### src/rtl/rxr_pkg.sv
package rxr_pkg;

  typedef logic [1:0] dw_cnt_t;

  // Number of DWORDs available this cycle: held one plus the live lanes.
  function automatic dw_cnt_t dw_total(input logic held, input logic lane0, input logic lane1);
    return dw_cnt_t'({1'b0, held}) + dw_cnt_t'({1'b0, lane0}) + dw_cnt_t'({1'b0, lane1});
  endfunction

endpackage

### src/rtl/rxr_lane_sel.sv
module rxr_lane_sel #(
  parameter int unsigned DW_W        = 32,
  parameter int unsigned DESC_W      = 64,
  parameter int unsigned WIDE_BIT    = 61,
  parameter int unsigned ALIGN64_BIT = 2,
  parameter int unsigned ALIGN32_BIT = 34
) (
  input  logic                  first,
  input  logic [DESC_W-1:0]     desc,
  input  logic [2*(DW_W/8)-1:0] be,
  output logic                  align,
  output logic [1:0]            lane_v
);
  localparam int unsigned BPD = DW_W / 8;

  function automatic logic pick_align(input logic [DESC_W-1:0] d);
    return d[WIDE_BIT] ? d[ALIGN64_BIT] : d[ALIGN32_BIT];
  endfunction

  assign align = pick_align(desc);

  for (genvar l = 0; l < 2; l++) begin : g_lane
    // lane 0 of a first beat is skipped when the payload starts in lane 1
    logic skip;
    assign skip      = first && align && (l == 0);
    assign lane_v[l] = (|be[l*BPD +: BPD]) && !skip;
  end

endmodule

### src/rtl/rxr_pack.sv
module rxr_pack
  import rxr_pkg::*;
#(
  parameter int unsigned DW_W = 32
) (
  input  logic              clk,
  input  logic              rst_n,
  input  logic              take,
  input  logic              in_last,
  input  logic [1:0]        lane_v,
  input  logic [DW_W-1:0]   lo_dw,
  input  logic [DW_W-1:0]   hi_dw,
  input  logic              dw_ready,
  output logic              can_take,
  output logic              dw_valid,
  output logic [2*DW_W-1:0] dw_data,
  output dw_cnt_t           dw_count,
  output logic              dw_last
);
  logic            hold_v;
  logic [DW_W-1:0] hold_dw;
  logic            flush_pend;
  logic            out_free;
  dw_cnt_t         avail;
  logic [DW_W-1:0] first_dw;
  logic [DW_W-1:0] second_dw;

  assign out_free = !dw_valid || dw_ready;
  assign can_take = out_free && !flush_pend;
  assign avail    = dw_total(hold_v, lane_v[0], lane_v[1]);

  always_comb begin
    if (hold_v) begin
      first_dw  = hold_dw;
      second_dw = lane_v[0] ? lo_dw : hi_dw;
    end else begin
      first_dw  = lane_v[0] ? lo_dw : hi_dw;
      second_dw = hi_dw;
    end
  end

  always_ff @(posedge clk) begin
    if (!rst_n) begin
      hold_v     <= 1'b0;
      hold_dw    <= '0;
      flush_pend <= 1'b0;
      dw_valid   <= 1'b0;
      dw_data    <= '0;
      dw_count   <= '0;
      dw_last    <= 1'b0;
    end else begin
      if (dw_ready) dw_valid <= 1'b0;
      if (flush_pend && out_free) begin
        dw_valid   <= 1'b1;
        dw_data    <= {{DW_W{1'b0}}, hold_dw};
        dw_count   <= 2'd1;
        dw_last    <= 1'b1;
        hold_v     <= 1'b0;
        flush_pend <= 1'b0;
      end else if (take) begin
        unique case (avail)
          2'd1: begin
            if (in_last) begin
              dw_valid <= 1'b1;
              dw_data  <= {{DW_W{1'b0}}, first_dw};
              dw_count <= 2'd1;
              dw_last  <= 1'b1;
              hold_v   <= 1'b0;
            end else begin
              hold_dw <= first_dw;
              hold_v  <= 1'b1;
            end
          end
          2'd2: begin
            dw_valid <= 1'b1;
            dw_data  <= {second_dw, first_dw};
            dw_count <= 2'd2;
            dw_last  <= in_last;
            hold_v   <= 1'b0;
          end
          2'd3: begin
            dw_valid   <= 1'b1;
            dw_data    <= {second_dw, first_dw};
            dw_count   <= 2'd2;
            dw_last    <= 1'b0;
            hold_dw    <= hi_dw;
            hold_v     <= 1'b1;
            flush_pend <= in_last;
          end
          default: ;
        endcase
      end
    end
  end

  AST_COUNT_RANGE: assert property (@(posedge clk) disable iff (!rst_n)
    dw_valid |-> (dw_count == 2'd1 || dw_count == 2'd2));

  AST_SHORT_IS_LAST: assert property (@(posedge clk) disable iff (!rst_n)
    (dw_valid && dw_count == 2'd1) |-> dw_last);

  AST_STALL_HOLD: assert property (@(posedge clk) disable iff (!rst_n)
    (dw_valid && !dw_ready) |=> (dw_valid && $stable(dw_data) && $stable(dw_count) && $stable(dw_last)));

  AST_FLUSH_EMITS: assert property (@(posedge clk) disable iff (!rst_n)
    (flush_pend && out_free) |=> (dw_valid && dw_last && dw_count == 2'd1));

  AST_UPPER_CLEAR: assert property (@(posedge clk) disable iff (!rst_n)
    (dw_valid && dw_count == 2'd1) |-> (dw_data[2*DW_W-1:DW_W] == '0));

endmodule

### src/rtl/rx_dw_realign.sv
module rx_dw_realign
  import rxr_pkg::*;
#(
  parameter int unsigned DW_W        = 32,
  parameter int unsigned DESC_W      = 64,
  parameter int unsigned WIDE_BIT    = 61,
  parameter int unsigned ALIGN64_BIT = 2,
  parameter int unsigned ALIGN32_BIT = 34
) (
  input  logic                  clk,
  input  logic                  rst_n,
  input  logic                  pl_valid,
  input  logic                  pl_first,
  input  logic                  pl_last,
  input  logic [DESC_W-1:0]     pl_desc,
  input  logic [2*DW_W-1:0]     pl_data,
  input  logic [2*(DW_W/8)-1:0] pl_be,
  output logic                  pl_wait,
  output logic                  dw_valid,
  input  logic                  dw_ready,
  output logic [2*DW_W-1:0]     dw_data,
  output logic [1:0]            dw_count,
  output logic                  dw_last
);
  logic       align;
  logic [1:0] lane_v;
  logic       can_take;
  logic       take;
  logic       desc_unused;

  assign desc_unused = ^pl_desc;

  rxr_lane_sel #(
    .DW_W(DW_W), .DESC_W(DESC_W), .WIDE_BIT(WIDE_BIT),
    .ALIGN64_BIT(ALIGN64_BIT), .ALIGN32_BIT(ALIGN32_BIT)
  ) i_lane_sel (
    .first (pl_first),
    .desc  (pl_desc),
    .be    (pl_be),
    .align (align),
    .lane_v(lane_v)
  );

  assign take    = pl_valid && can_take;
  assign pl_wait = !can_take;

  rxr_pack #(.DW_W(DW_W)) i_pack (
    .clk     (clk),
    .rst_n   (rst_n),
    .take    (take),
    .in_last (pl_last),
    .lane_v  (lane_v),
    .lo_dw   (pl_data[DW_W-1:0]),
    .hi_dw   (pl_data[2*DW_W-1:DW_W]),
    .dw_ready(dw_ready),
    .can_take(can_take),
    .dw_valid(dw_valid),
    .dw_data (dw_data),
    .dw_count(dw_count),
    .dw_last (dw_last)
  );

  AST_ALIGNED_FIRST_LANE: assert property (@(posedge clk) disable iff (!rst_n)
    (take && pl_first && align) |-> !lane_v[0]);

  AST_STALL_WAITS: assert property (@(posedge clk) disable iff (!rst_n)
    (dw_valid && !dw_ready) |-> pl_wait);

endmodule

### config.mk
export PLATFORM = sky130hd
export DESIGN_NAME = rx_dw_realign
export DESIGN_NICKNAME = d
export VERILOG_FILES = /design/src/rtl/rxr_pkg.sv /design/src/rtl/rxr_lane_sel.sv /design/src/rtl/rxr_pack.sv /design/src/rtl/rx_dw_realign.sv
export SDC_FILE = /design/constraint.sdc
export NUM_CORES = 1
export LEC_CHECK = 0
export BUFFER_PORTS_ARGS = -buffer_cell sky130_fd_sc_hd__buf_4
export CORE_ASPECT_RATIO = 0.7
export CORE_UTILIZATION = 53
export CTS_CLUSTER_DIAMETER = 40
export CTS_CLUSTER_SIZE = 28
export DETAILED_ROUTE_END_ITERATION = 6
export GPL_TIMING_DRIVEN = 0
export PLACE_DENSITY_LB_ADDON = 0.1
export RECOVER_POWER = 100
export REMOVE_ABC_BUFFERS = 1
export SETUP_SLACK_MARGIN = 0.4
export SLEW_MARGIN = 0
export SYNTH_ARGS = -nofsm -noshare
export SYNTH_HDL_FRONTEND = slang
export SYNTH_SLANG_ARGS = --single-unit
### constraint.sdc
create_clock -name clk -period 6.7 [get_ports clk]
set_input_delay 0.335 -clock clk [delete_from_list [all_inputs] [get_ports clk]]
set_output_delay 0.335 -clock clk [all_outputs]
set_load 0.02 [all_outputs]
==> results of run 1 <==
[stage by stage]
step / util / total power (W) / TNS, ns
after floorplan: - / 0.00106 / 0
after global placement: 0.652 / 0.00128 / -79.47
after detailed placement: 0.679 / 0.00134 / 0
after CTS: 0.711 / 0.00191 / 0
after global routing: 0.682 / 0.00194 / 0
final: 0.682 / 0.00186 / 0
[final cells by class]
class,instances,share of cell area
Multi-Input combinational cell,460,0.429
Sequential cell,102,0.303
Timing Repair Buffer,164,0.158
Inverter,70,0.0389
Clock buffer,11,0.0359
Tap cell,128,0.0237
Clock inverter,5,0.0120
[power breakdown]
part | internal (W) | switching, W
Sequential | 0.000673 | 0.0000619
Clock | 0.000339 | 0.000238
Combinational | 0.000196 | 0.000357
Total | 0.00121 | 0.000656
[worst max path at each step]
stage | to | slack [ns] | cells past startpoint
2_1_floorplan | i_pack.dw_data[32] | 0.14 | 5
3_3_place_gp | i_pack.dw_data[47] | -2.38 | 5
3_5_place_dp | i_pack.dw_data[30] | 2.82 | 9
4_1_cts | i_pack.dw_data[30] | 2.83 | 6
5_1_grt | i_pack.dw_data[48] | 2.15 | 8
6_report | i_pack.dw_data[34] | 2.39 | 8
[flip-flops by register name, summed over array words and instances (netlist names)]
signal,count
i_pack.hold_v,1
i_pack.flush_pend,1
i_pack.dw_data,64
i_pack.dw_valid,1
i_pack.hold_dw,32
i_pack.dw_count,2
i_pack.dw_last,1
[metal layers]
layer,part of all wire,track usage,vias to the layer above
met1,0.40,0.406,2904
met2,0.47,0.576,357
li1,-,-,2760
met4,0.027,0.180,0
met5,0,0,-
met3,0.095,0.0792,49
[tightest hold or removal path, delay by kind of cell]
family	cells	cell delay [ns]
AOI/OAI and AO/OA	1	0.05
buffers and inverters	1	0.12
and+or+nand+nor	1	0.06
[cells by family (layout without fill, tap and decap cells)]
logic type	count (synthesis)	in the layout	share of synthesized area
and+or+nand+nor	249	249	0.204
DFF	102	102	0.371
AOI/OAI and AO/OA	177	177	0.254
adders and majority gates	1	1	0.00363
buffers and inverters	141	250	0.107
muxes	33	33	0.0609
[synthesized netlist by cell type (all sizes together), types with 2 or more instances]
master / instances / area share
dfxtp: 102 / 0.37
nand3: 96 / 0.087
inv: 68 / 0.046
nand2: 67 / 0.046
nor2: 65 / 0.044
clkbuf: 42 / 0.029
a21oi: 36 / 0.035
a31oi: 32 / 0.036
a32o: 32 / 0.058
a32oi: 32 / 0.051
mux2i: 32 / 0.058
o32ai: 32 / 0.051
buf: 29 / 0.031
nor3: 5 / 0.0045
nor2b: 4 / 0.0050
a211oi: 3 / 0.0050
nand2b: 3 / 0.0034
nor4: 3 / 0.0061
a211o: 2 / 0.0032
clkinv: 2 / 0.0014
o211ai: 2 / 0.0027
or3: 2 / 0.0023
==> flow_metrics.tcl, run 1 <==
set metrics [dict create \
    final_cell_mix "dfxtp_1, nand3_1, buf_4, clkbuf_1" \
    die_y_um 87.3 \
    setup_viol 0 \
    synth_top_flop_cell "dfxtp_1" \
    post_cts_buffers 0 \
    worst_slack_ns 2.39 \
    cts_tree "done" \
    worst_pin_slew_ns 1.64 \
    cts.sinks 102 \
    dieArea_um2 10800 \
    r2r-end "i_pack.dw_data[34]" \
    hpwl_mm 11.7 \
    gp_congestion 0.888 \
    hold_path_class "in -> reg" \
    port_buffers 149 \
    syn-mean-instance-area_um2 7.84 \
    irDropWorstVdd_v 0.000158 \
    min-delay-start "pl_data[33]" \
    core_um2 9910 \
    hold_buffers 0 \
    grt_pass1_vias 5909 \
    hold-worst-slack_ns 0.258 \
    holdPathEnd "i_pack.hold_dw[1]" \
    rsz0062_at_grt "false" \
    vias 6070 \
    grt.total_usage 0.342 \
    crit_family "buffers and inverters" \
    worstPathRequired_ns 6.95 \
    synth-seq-cells 102 \
    reg2reg_from "i_pack.hold_v" \
    via_per_inst 6.46 \
    seqCellArea_um2 2050 \
    p_per_area_nw_per_um2 276 \
    design_area_um2 6760 \
    synth-edff-count 0 \
    start_kind "flip-flop" \
    multiInputGateArea_um2 2900 \
    antenna_cells 0 \
    violations "max-capacitance violations, max-slew violations" \
    fill_cells 839 \
    hold_viol_final 0 \
    yosysWarnings 0 \
    clockBufferDepth 2 \
    drc_errors 0 \
    ff2ff_setup_slack_ns 2.39 \
    cts.clk_slew.worst_paths_ns 0.07 \
    status "finished with violations" \
    syn_to_final_growth_pct 22.6 \
    maxCapViolCount 1 \
    num_rows 30 \
    end_kind "flip-flop" \
    drtIter0Drc 710 \
    dp.cells 924 \
    crit_fanout 99 \
    fin_crit_sh 0.643 \
    crit_path_cell_trace "inv_1 -> fa_1 -> nor2b_1 -> o211ai_1 -> clkbuf_1 -> clkbuf_1 -> nand2_1 -> a31oi_1" \
    initial_core_util 0.556 \
    finalWirelength_mm 18.4 \
    crit_type "reg -> reg" \
    min_path_cells 3 \
    final_common_cell "dfxtp_1" \
    arrival_ns 4.56 \
    ys_seq_area_frac 0.371 \
    slew_violations 37 \
    syn_area_um2 5510 \
    die_w_um 124 \
    grt_max_degree 100 \
    cp_common_cell "clkbuf_1" \
    drtAntennaViolNets 0 \
    slowest_delay_ns 1.01 \
    synth.distinct_cells 41 \
    dpl_worst_slack_ns 2.82 \
    ios 211 \
    slew_headroom -0.0929 \
    fin_crit_ns 4.31 \
    nNetsFinal 950 \
    stdcell_count 940 \
    placed_area_um2 6720 \
    clk_latency_ns 0.35 \
    syn_inst 703 \
    clock_skew_ns 0.00865 \
    synthArstFlopShare 0 \
    slowest_stage "dfxtp_4" \
    cts_buffers 9 \
    path_buf_inv 3 \
    grt_pass1_wl_mm 28.6 \
    cts_resized 0 \
    clock.fmax_ghz 0.232 \
    power.leakage_nw 2.48 \
    overflow 0 \
    dr.pass1.iters 6 \
    drive_gt1_frac 0.145 \
    r2r_cells 8 \
    drt-wirelength-per-cell_um 19.6 \
    crit_start "i_pack.hold_v" \
    antenna_found_initial 0 \
    root_buffer "clkbuf_16" \
    cts-htree-levels 3 \
]
Power figures use the tool's default switching activity.
==> run 2: changes to the inputs <==
--- a/config.mk
+++ b/config.mk
@@ -5,9 +5,10 @@
 export SDC_FILE = /design/constraint.sdc
 export NUM_CORES = 1
 export LEC_CHECK = 0
+export ABC_AREA = 1
 export BUFFER_PORTS_ARGS = -buffer_cell sky130_fd_sc_hd__buf_4
 export CORE_ASPECT_RATIO = 0.7
-export CORE_UTILIZATION = 53
+export CORE_UTILIZATION = 45
 export CTS_CLUSTER_DIAMETER = 40
 export CTS_CLUSTER_SIZE = 28
 export DETAILED_ROUTE_END_ITERATION = 6
==> constraint.sdc (replaced) <==
create_clock -name clk -period 3.8 [get_ports clk]
set_input_delay 0.19 -clock clk [delete_from_list [all_inputs] [get_ports clk]]
set_output_delay 0.19 -clock clk [all_outputs]
set_load 0.02 [all_outputs]
==> flow_metrics.tcl, run 2 <==
set metrics [dict create \
    synth.distinct_cells 24 \
    muxShareOfSynthArea 0 \
    num_rows 33 \
    drive_gt1_frac 0.170 \
    largest_register_ffs 64 \
    grt.total_usage 0.303 \
    grt_pass1_vias 5569 \
    grt.busiest_layer "met2" \
    die_w_um 134 \
    clk_latency_ns 0.35 \
    slew_headroom 0.249 \
    end_kind "flip-flop" \
    synth_commonest_cells "nand2_1, nand3_1, a21oi_1" \
    largestRegisters "i_pack.dw_data (64), i_pack.hold_dw (32), i_pack.dw_count (2)" \
    gp_congestion 0.757 \
    core_um2 11800 \
    min-delay-start "pl_last" \
    syn_to_final_growth_pct 23.4 \
    yosys.area.top_type "dfxtp_1" \
    port_buffers 149 \
    cts-htree-levels 3 \
    grt_use_met1 0.410 \
    dr.pass1.iters 5 \
    drtIter0Drc 482 \
    grt_pass1_wl_mm 29.8 \
    synth_area_leaders "dfxtp_1, nand3_1, nand2_1, a21oi_1, nor2_1" \
    rsz0062_at_grt "false" \
    cts.clk_slew.worst_paths_ns 0.07 \
    antenna_cells 0 \
    root_buffer "clkbuf_16" \
    syn_inst 852 \
    post-synth-top-count-cell "nand2_1" \
    synth_top_area_share 0.372 \
    placed_area_um2 6650 \
    synth-xor-area-share 0 \
    design_area_um2 6780 \
    dp.cells 1102 \
    irDropWorstVdd_v 0.000239 \
    hpwl_mm 10.2 \
    synth_top_flop_cell "dfxtp_1" \
    clock.fmax_ghz 0.296 \
    crit_start "i_pack.hold_v" \
    grt_use_met2 0.489 \
    synth_top_family_by_area "simple AND/OR/NAND/NOR gates" \
    synth-seq-cells 102 \
    die_y_um 94.5 \
    hold_viol_final 0 \
    clock_skew_ns 0.00797 \
    status "completed" \
    synthArstFlopShare 0 \
    p_total_w 0.00314 \
    reg2reg_from "i_pack.hold_v" \
    overflow 0 \
    final_cell_mix "nand2_1, nand3_1, a21oi_1, dfxtp_1, buf_4" \
    ios 211 \
    initial_core_util 0.465 \
    grt_max_degree 41 \
    drt-wirelength-per-cell_um 16.5 \
    maxCapViolCount 0 \
    final_common_cell "nand2_1" \
    synth-edff-count 0 \
    finalSetupTns_ns 0 \
    start_kind "flip-flop" \
    drc_errors 0 \
    synth_compound_area_frac 0.163 \
    vias 6105 \
    slew_violations 0 \
    worstPathRequired_ns 4.04 \
    cts.sinks 102 \
    antenna_found_initial 0 \
    finalWirelength_mm 18.7 \
    syn_area_um2 5500 \
    setup_viol 0 \
    ys_seq_area_frac 0.372 \
    cts_tree "done" \
    nNetsFinal 1113 \
    synthSimpleGateAreaFrac 0.379 \
    met3_usage 0.0639 \
    crit_type "reg -> reg" \
    arrival_ns 3.62 \
    yosysWarnings 0 \
    stdcell_count 1132 \
    dieArea_um2 12700 \
    p_per_area_nw_per_um2 463 \
    worst_pin_slew_ns 1.12 \
    crit_fanout 36 \
    clockBufferDepth 2 \
    largest_register "i_pack.dw_data" \
    fin_crit_sh 0.890 \
    hold_path_class "in -> reg" \
    fin_crit_ns 3.38 \
    synthAdderAreaFrac 0.00364 \
    fin_util 0.574 \
    syn-mean-instance-area_um2 6.45 \
    drtAntennaViolNets 0 \
    power.leakage_nw 2.90 \
    via_per_inst 5.39 \
    cts_buffers 9 \
]
[run 2: final timing paths]
path	to	slack (ns)	cells after the start
worst max-delay path	i_pack.dw_count[0]	0.42	11
worst min-delay path	i_pack.dw_last	0.13	3
worst max register to register	i_pack.dw_count[0]	0.42	11
worst min register to register	i_pack.dw_data[50]	0.46	2
[run 2: what timing repair did]
item,4_1_cts,5_1_grt
hold buffers,0,0
pin swaps,4,1
resized for setup,8,3
setup buffers,6,3
gates cloned,5,0
setup endpoints to repair,102,37
[run 2: worst max-delay path: stages (launching register included)]
cell      delay, ns
dfxtp_4        0.63
inv_2          0.34
fa_1           0.74
nand2_1        0.11
o21ai_0        0.27
nor2_4         0.08
clkbuf_1       0.20
nor2_4         0.11
clkbuf_2       0.41
inv_1          0.11
o211ai_1       0.19
inv_1          0.06
[run 2: where the power goes]
group          switching (W)  internal, W  leakage [nW]
Sequential         0.0000792      0.00119         0.836
Combinational       0.000667     0.000327          1.93
Clock               0.000418     0.000460         0.132
[run 2: cell families after synthesis]
| group | count (synthesis) |
|---|---|
| buffers and inverters | 108 |
| AND/OR/NAND/NOR | 471 |
| adder cells (fa/ha/maj) | 1 |
| AO/OA/AOI/OAI | 170 |
| flip-flops | 102 |
[run 2: final cells by class]
cell class                 count  area (um2)
clock buffer                  12         246
inverter                      48         184
timing repair inverter         1        7.51
tap                          157         196
fill                        1265        5030
multi-input combinational    646        3070
sequential                   102        2050
clock inverter                 4        22.5
timing repair buffer         162        1000
[run 2: through the flow]
step           hold WS (ns)  setup WS [ns]
6_report              0.131          0.419
5_1_grt               0.154          0.239
4_1_cts               0.139          0.497
3_5_place_dp          0.457          -1.32
3_3_place_gp          0.456          -5.26
2_1_floorplan         0.320          -1.42
[run 2: per-layer routing]
layer,share of wire,vias to the layer above,wire length [um]
li1,-,3061,-
met1,0.46,2756,8620
met2,0.44,264,8220
met3,0.083,24,1550
met4,0.015,0,284
met5,0,-,0
==> run 3: changes to the inputs <==
--- a/config.mk
+++ b/config.mk
@@ -5,7 +5,6 @@
 export SDC_FILE = /design/constraint.sdc
 export NUM_CORES = 1
 export LEC_CHECK = 0
-export ABC_AREA = 1
 export BUFFER_PORTS_ARGS = -buffer_cell sky130_fd_sc_hd__buf_4
 export CORE_ASPECT_RATIO = 0.7
 export CORE_UTILIZATION = 45
==> flow_metrics.tcl, run 3 (synthesis results as in run 1) <==
set metrics [dict create \
    worst_slack_ns 0.530 \
    cts.clk_slew.worst_paths_ns 0.07 \
    dpl_worst_slack_ns -0.246 \
    vias 5990 \
    syn_to_final_growth_pct 24.0 \
    p_per_area_nw_per_um2 486 \
    hpwl_mm 11.6 \
    stdcell_count 975 \
    clockBufferDepth 2 \
    initial_core_util 0.467 \
    r2r_cells 7 \
    cts-htree-levels 3 \
    worst_pin_slew_ns 1.30 \
    hold_path_class "in -> reg" \
    ff2ff_setup_slack_ns 0.53 \
    reg2reg_from "i_pack.hold_v" \
    crit_fanout 51 \
    dp.cells 952 \
    dieArea_um2 12700 \
    min-delay-start "pl_data[51]" \
    num_rows 33 \
    die_w_um 134 \
    p_total_w 0.00332 \
    antenna_found_initial 0 \
    slew_violations 0 \
    maxCapViolCount 0 \
    drtAntennaViolNets 0 \
    finalSetupTns_ns 0 \
    antenna_cells 0 \
    final_cell_mix "dfxtp_1, nand3_1, buf_4, clkbuf_1, inv_1" \
    holdPathEnd "i_pack.hold_dw[19]" \
    dr.pass1.iters 7 \
    gp_congestion 0.798 \
    hold-worst-slack_ns 0.107 \
    largestRegisters "i_pack.dw_data (64), i_pack.hold_dw (32), i_pack.dw_count (2)" \
    r2r-end "i_pack.dw_data[56]" \
    clk_latency_ns 0.35 \
    drtIter0Drc 495 \
    largest_register "i_pack.dw_data" \
    root_buffer "clkbuf_16" \
    cts_buffers 9 \
    clock.fmax_ghz 0.306 \
    slew_headroom 0.131 \
    grt_pass1_wl_mm 30.1 \
    core_um2 11800 \
    drc_errors 0 \
    start_kind "flip-flop" \
    power.leakage_nw 2.50 \
    grt.total_usage 0.302 \
    fin_crit_ns 3.27 \
    clock_skew_ns 0.00621 \
    arrival_ns 3.52 \
    min_path_cells 3 \
    cts_tree "done" \
    drive_gt1_frac 0.161 \
    rsz0062_at_grt "false" \
    crit_type "reg -> reg" \
    finalWirelength_mm 19.0 \
    hold_viol_final 0 \
    setup_viol 0 \
    fin_crit_sh 0.860 \
    cts.sinks 102 \
    end_kind "flip-flop" \
    port_buffers 149 \
    nNetsFinal 956 \
    largest_register_ffs 64 \
    overflow 0 \
    drt-wirelength-per-cell_um 19.5 \
    die_y_um 94.6 \
    ios 211 \
    status "completed" \
    irDropWorstVdd_v 0.000273 \
    grt_max_degree 52 \
    worstPathRequired_ns 4.05 \
    final_common_cell "dfxtp_1" \
    grt_pass1_vias 5795 \
    via_per_inst 6.14 \
]
[run 3: changes by cell type in the layout (fill, tap and decap cells not counted), sizes merged, moves of 34 or more]
cell	change
o21ai	-34
nand3	-67
a21oi	-97
nand2	-137
[run 3: repair_timing]
item / in CTS / in global routing
pin swaps: 0 / 2
setup buffers: 1 / 6
hold buffers: 0 / 0
setup endpoints to repair: 85 / 55
gates resized for setup: 3 / 1
[run 3: cell type report]
cell class	count	area, um2
well taps	157	196
inverters	70	263
clock buffers	11	253
repair buffers	170	1090
multi-input cells	460	2910
clock inverters	5	81.3
fillers	1145	4970
flip-flops and latches	102	2050
[run 3: stage by stage]
stage	utilization	instance area, um2
3_5_place_dp	0.568	6700
5_1_grt	0.579	6830
2_1_floorplan	-	5180
6_report	0.579	6830
4_1_cts	0.598	7060
3_3_place_gp	0.550	6500
[run 3: per-layer routing]
metal,vias to the layer above,share of wire,global-route usage
met5,-,0,0
met4,0,0.018,0.0927
met3,32,0.084,0.0633
met2,293,0.48,0.536
met1,2897,0.42,0.370
li1,2768,-,-
[run 3: how the worst max path moves through the flow]
stage	from	endpoint	slack (ns)
final	i_pack.hold_v	i_pack.dw_data[56]	0.53
after floorplan	i_pack.hold_v	i_pack.dw_data[32]	-2.76
after global placement	i_pack.hold_v	i_pack.dw_data[34]	-5.45
after detailed placement	pl_desc[61]	i_pack.dw_data[30]	-0.25
after CTS	pl_desc[61]	i_pack.dw_data[37]	0.42
after global routing	i_pack.hold_v	i_pack.dw_data[40]	0.34
[run 3: report_power, final]
part           internal, W  switching (W)  leakage, nW
combinational     0.000353       0.000652         1.51
clock             0.000614       0.000428        0.162
sequential         0.00119      0.0000886        0.834
total              0.00215        0.00117         2.50
[run 3: critical path, cell delays in order (launching register included)]
cell and delay [ns]:
dfxtp_4 0.74, inv_1 0.25, fa_1 0.52, nor3_2 0.60
clkbuf_1 0.48, buf_6 0.25, nand3_1 0.09, a31oi_1 0.22
